===== src/rtl/elig_pkg.sv =====
package elig_pkg;

    // Shared control word from the distributor
    typedef struct packed {
        logic sec_off;
        logic gate_g1ns;
        logic gate_g1s;
        logic gate_g0;
    } elig_ctl_t;

endpackage


===== src/rtl/elig_cand.sv =====
module elig_cand #(
    parameter int LANES = 32
) (
    input  logic [LANES-1:0] req_latch,
    input  logic [LANES-1:0] trig_edge,
    input  logic [LANES-1:0] line_lvl,
    input  logic [LANES-1:0] irq_en,
    input  logic [LANES-1:0] irq_act,
    output logic [LANES-1:0] cand
);
    logic [LANES-1:0] lvl_hit;

    // A level-mode lane with a high line counts as requesting
    assign lvl_hit = ~trig_edge & line_lvl;

    always_comb begin
        cand = (req_latch | lvl_hit) & irq_en & ~irq_act;
    end
endmodule


===== src/rtl/elig_grp_filter.sv =====
module elig_grp_filter
    import elig_pkg::*;
#(
    parameter int LANES = 32
) (
    input  logic [LANES-1:0] grp_sel,
    input  logic [LANES-1:0] grp_qual,
    input  elig_ctl_t        ctl,
    output logic [LANES-1:0] grp_ok
);
    for (genvar i = 0; i < LANES; i++) begin : g_lane
        logic qual_eff;
        logic is_g1ns;
        logic is_g1s;
        logic is_g0;

        always_comb begin
            qual_eff = grp_qual[i] & ~ctl.sec_off;
            is_g1ns  = grp_sel[i];
            is_g1s   = ~grp_sel[i] & qual_eff;
            is_g0    = ~grp_sel[i] & ~qual_eff;
            grp_ok[i] = (is_g1ns & ctl.gate_g1ns)
                      | (is_g1s  & ctl.gate_g1s)
                      | (is_g0   & ctl.gate_g0);
        end
    end
endmodule


===== src/rtl/irq_elig_bank.sv =====
module irq_elig_bank
    import elig_pkg::*;
#(
    parameter int LANES = 32
) (
    input  logic             clk,
    input  logic             rst_n,
    input  logic [LANES-1:0] req_latch,
    input  logic [LANES-1:0] trig_edge,
    input  logic [LANES-1:0] line_lvl,
    input  logic [LANES-1:0] irq_en,
    input  logic [LANES-1:0] irq_act,
    input  logic [LANES-1:0] grp_sel,
    input  logic [LANES-1:0] grp_qual,
    input  logic             sec_off,
    input  logic             gate_g1ns,
    input  logic             gate_g1s,
    input  logic             gate_g0,
    output logic [LANES-1:0] elig_mask
);
    typedef struct packed {
        logic [LANES-1:0] mask;
    } bank_state_t;

    bank_state_t      st_d;
    bank_state_t      st_q;
    elig_ctl_t        ctl;
    logic [LANES-1:0] cand;
    logic [LANES-1:0] grp_ok;

    assign ctl = '{sec_off: sec_off, gate_g1ns: gate_g1ns,
                   gate_g1s: gate_g1s, gate_g0: gate_g0};

    elig_cand #(.LANES(LANES)) i_cand (
        .req_latch (req_latch),
        .trig_edge (trig_edge),
        .line_lvl  (line_lvl),
        .irq_en    (irq_en),
        .irq_act   (irq_act),
        .cand      (cand)
    );

    elig_grp_filter #(.LANES(LANES)) i_grp (
        .grp_sel  (grp_sel),
        .grp_qual (grp_qual),
        .ctl      (ctl),
        .grp_ok   (grp_ok)
    );

    always_comb begin
        st_d      = st_q;
        st_d.mask = cand & grp_ok;
    end

    always_ff @(posedge clk) begin
        if (!rst_n) begin
            st_q <= '0;
        end else begin
            st_q <= st_d;
        end
    end

    assign elig_mask = st_q.mask;
endmodule


===== config.mk =====
export PLATFORM = sky130hd
export DESIGN_NAME = irq_elig_bank
export DESIGN_NICKNAME = d
export VERILOG_FILES = /design/src/rtl/elig_pkg.sv /design/src/rtl/elig_cand.sv /design/src/rtl/elig_grp_filter.sv /design/src/rtl/irq_elig_bank.sv
export SDC_FILE = /design/constraint.sdc
export NUM_CORES = 1
export LEC_CHECK = 0
export BUFFER_PORTS_ARGS = -buffer_cell sky130_fd_sc_hd__buf_2
export CELL_PAD_IN_SITES_DETAIL_PLACEMENT = 1
export CELL_PAD_IN_SITES_GLOBAL_PLACEMENT = 2
export CORE_MARGIN = 5
export CORE_UTILIZATION = 17
export CTS_CLUSTER_DIAMETER = 40
export DETAILED_ROUTE_END_ITERATION = 10
export PLACE_DENSITY = 0.92
export SLEW_MARGIN = 15
export SYNTH_ARGS = -nofsm -noshare
export SYNTH_HDL_FRONTEND = slang
export SYNTH_SLANG_ARGS = --single-unit

===== constraint.sdc =====
create_clock -name clk -period 1.77 [get_ports clk]
set_input_delay 0.531 -clock clk [delete_from_list [all_inputs] [get_ports clk]]
set_output_delay 0.531 -clock clk [all_outputs]
set_load 0.005 [all_outputs]

==> report_table.html <==
<table>
<tr><th>Metric</th><th>Value</th></tr>
<tr><th colspan="2">Outcome</th></tr>
<tr><td>Run status</td><td>completed</td></tr>
<tr><th colspan="2">Timing</th></tr>
<tr><td>Worst slew margin relative to its limit</td><td>72.7%</td></tr>
<tr><td>F_max</td><td>770 MHz</td></tr>
<tr><td>Share of the clock period used by the worst path</td><td>73.4%</td></tr>
<tr><td>Final hold violation count</td><td>0</td></tr>
<tr><td>Final worst setup slack</td><td>0.471 ns</td></tr>
<tr><td>Final count of negative-setup-slack endpoints</td><td>0</td></tr>
<tr><td>Hold Worst Slack</td><td>~0.45 ns</td></tr>
<tr><td>Count of pins over their slew limit</td><td>0</td></tr>
<tr><td>Setup repair after global routing missed its margin</td><td>no</td></tr>
<tr><td>Post-layout min period</td><td>roughly 1.3 ns</td></tr>
<tr><td>Slew at the pin closest to its max-slew limit</td><td>0.409 ns</td></tr>
<tr><td>Final total negative setup slack</td><td>0 ns</td></tr>
<tr><th colspan="2">Finish</th></tr>
<tr><td>Cell area after layout</td><td>4150 um^2</td></tr>
<tr><td>Final antenna diode count</td><td>0</td></tr>
<tr><td>Number of non-filler instances in the completed layout</td><td>716</td></tr>
<tr><td>Utilization of the core after routing</td><td>28.8%</td></tr>
<tr><td>Footprint of the multi-input gates</td><td>1600 um^2</td></tr>
<tr><td>Number of filler instances in the final layout</td><td>approximately 1800</td></tr>
<tr><td>Layout-stage area growth over the synthesis result</td><td>67.1%</td></tr>
<tr><td># nets final</td><td>762</td></tr>
<tr><td>FF+latch area</td><td>641 um^2</td></tr>
<tr><td>Layout cell share with drive strength beyond 1</td><td>57.7%</td></tr>
<tr><td>Max reg flops</td><td>32</td></tr>
<tr><th colspan="2">Logic synthesis</th></tr>
<tr><td>Sequential area share after synthesis</td><td>25.8%</td></tr>
<tr><td>Mean area per synthesized cell</td><td>9.00 um^2</td></tr>
<tr><td>Cell area after synthesis</td><td>2480 um^2</td></tr>
<tr><td>Post-synth top area share</td><td>about 26%</td></tr>
<tr><td>Number of distinct standard cells referenced by the synthesized netlist</td><td>13</td></tr>
<tr><td>Number of warnings reported in the yosys synthesis log</td><td>0</td></tr>
<tr><td>Syn Inst Count</td><td>276</td></tr>
<tr><td>Largest cells by area after synthesis</td><td>dfxtp_1 (26%), a2111oi_2 (19%), and3b_1 (11%)</td></tr>
<tr><td>Seq cells post-synth</td><td>32</td></tr>
<tr><td>Synth Net Count</td><td>506</td></tr>
<tr><td>Dominant cell type by area after synthesis</td><td>dfxtp_1</td></tr>
<tr><th colspan="2">Placement</th></tr>
<tr><td>Routability congestion estimate from global placement</td><td>0.771</td></tr>
<tr><td>Post-detail-place hpwl</td><td>slightly below 10000 um</td></tr>
<tr><td>Place WS</td><td>0.156 ns</td></tr>
<tr><td>Count of input and output buffers</td><td>261</td></tr>
<tr><td>Placed Cells incl. Taps</td><td>between 700 and 800</td></tr>
<tr><td>Standard cell area after detailed placement</td><td>~4000 um^2</td></tr>
<tr><th colspan="2">Run</th></tr>
<tr><td>Number of maximum-capacitance constraint violations</td><td>0</td></tr>
<tr><th colspan="2">Detailed routing</th></tr>
<tr><td>Count of antenna-violating nets left after detailed routing</td><td>0</td></tr>
<tr><td>Via total after detailed routing</td><td>3209</td></tr>
<tr><td>Drc violations</td><td>0</td></tr>
<tr><td>Length of the first detailed-routing pass in iterations</td><td>4</td></tr>
<tr><td>Total Wirelength</td><td>11600 um</td></tr>
<tr><td>Avg Vias per Cell</td><td>roughly 4.5</td></tr>
<tr><td>Number of DRC markers after the initial detailed-route iteration</td><td>39</td></tr>
<tr><td>Average detailed-routed wire length per instance</td><td>16.1 um</td></tr>
<tr><th colspan="2">Floorplan</th></tr>
<tr><td>Initial core utilization</td><td>17.2%</td></tr>
<tr><td>Standard cell core area</td><td>14400 um^2</td></tr>
<tr><td>Chip Width</td><td>131 um</td></tr>
<tr><td>Floorplan die area</td><td>17100 um^2</td></tr>
<tr><td>Std cell rows</td><td>44</td></tr>
<tr><td>Die span in y</td><td>131 um</td></tr>
<tr><td>Count of pins on the block boundary</td><td>262</td></tr>
<tr><th colspan="2">Clocking</th></tr>
<tr><td>Number of sinks on the clock net</td><td>32</td></tr>
<tr><td>Longest Clk Path Bufs</td><td>2</td></tr>
<tr><td>Clock tree root buffer cell</td><td>clkbuf_16</td></tr>
<tr><td>Num CTS Buffers</td><td>5</td></tr>
<tr><td>Clock transition at the register clock pins on the worst setup and hold paths after CTS</td><td>roughly 0.060 ns</td></tr>
<tr><td>Setup Buffers After CTS</td><td>0</td></tr>
<tr><td># hold bufs at CTS</td><td>0</td></tr>
<tr><td>CTS resizes</td><td>0</td></tr>
<tr><td>Number of H-tree branching levels</td><td>2</td></tr>
<tr><td>Clock tree from TritonCTS</td><td>built</td></tr>
<tr><th colspan="2">Power</th></tr>
<tr><td>Design Power</td><td>2.20 mW</td></tr>
<tr><td>Largest vdd supply drop</td><td>0.285 mV</td></tr>
<tr><td>Pwr Density</td><td>531 nW/um^2</td></tr>
<tr><td>Leakage power</td><td>2.10 nW</td></tr>
<tr><th colspan="2">Worst setup path</th></tr>
<tr><td>Arrival @ worst endpoint</td><td>around 1.5 ns</td></tr>
<tr><td>Worst Path Required</td><td>1.94 ns</td></tr>
<tr><td>Type of the worst setup path</td><td>input port to flip-flop</td></tr>
<tr><td>Crit path capture type</td><td>flip-flop</td></tr>
<tr><td>CP Launch Type</td><td>input port</td></tr>
<tr><td>Largest fanout of any net on the critical path</td><td>26</td></tr>
<tr><th colspan="2">Hold path</th></tr>
<tr><td>Worst Hold Class</td><td>input port to flip-flop</td></tr>
<tr><th colspan="2">GRT</th></tr>
<tr><td>Aggregate global-route resource usage</td><td>12.7%</td></tr>
<tr><td>Vias in the first global route</td><td>3608</td></tr>
<tr><td>First-pass GRT wire length</td><td>17000 um</td></tr>
<tr><td>Pin count of the biggest net entering global routing</td><td>39</td></tr>
<tr><td>Overflow left after global routing</td><td>0</td></tr>
<tr><td>Number of antenna violations at the first check in global routing</td><td>0</td></tr>
</table>
## worst paths after layout
path	from	to	cells past startpoint
max	sec_off	elig_mask[30]	5
min	grp_sel[29]	elig_mask[29]	2
## cell usage in the layout (no fill, tap or decap), drive strengths merged
cell type / synthesis / routed
dfxtp: 32 / 32
a2111oi: 32 / 32
a211oi: 32 / 32
clkbuf: 6 / 6
nand2b: 32 / 32
clkinv: 0 / 1
nand3b: 32 / 32
and3b: 32 / 32
buf: 13 / 268
inv: 33 / 33
a21oi: 32 / 32
## final cells by class
type                    count  share of cell area, %
flip-flops and latches     32                   15.4
multi-input cells         192                   38.6
clock inverters             1                  0.121
well taps                 184                   5.55
repair buffers            268                   34.2
inverters                  33                   2.98
clock buffers               6                   3.10
## synth_stat cells
cell type   n
nand2b_1   32
buf_2       6
clkbuf_2    2
buf_1       2
a2111oi_2  32
nand3b_1   32
clkbuf_1    4
and3b_1    32
a211oi_1   32
buf_6       5
dfxtp_1    32
a21oi_1    32
inv_1      33
## cell families after synthesis
family / count (synthesis) / share of synthesized area [%]
AO/OA/AOI/OAI: 96 / 35.4
flip-flops: 32 / 25.8
AND/OR/NAND/NOR: 96 / 29.0
buffers and inverters: 52 / 9.77
## report_power, final
group	switching, mW	leakage (nW)	internal (mW)	total (mW)
Sequential	0.00439	0.260	0.739	0.743
Clock	0.337	0.0667	0.512	0.849
Combinational	0.284	1.78	0.328	0.612
Total	0.626	2.10	1.58	2.20
## worst max-delay path, cell delays in order
cell       delay (ns)
buf_2            0.13
buf_12           0.15
and3b_1          0.21
a211oi_1         0.05
a2111oi_2        0.39
## routing by layer
| layer | track usage, % | vias up | part of all wire [%] |
|---|---|---|---|
| li1 | - | 1554 | - |
| met3 | 4.47 | 11 | 9.8 |
| met1 | 12.3 | 1484 | 35 |
| met4 | 3.93 | 0 | 1.5 |
| met2 | 24.9 | 160 | 54 |
| met5 | 0 | - | 0 |
No activity file was read; power rests on OpenSTA's default activity.
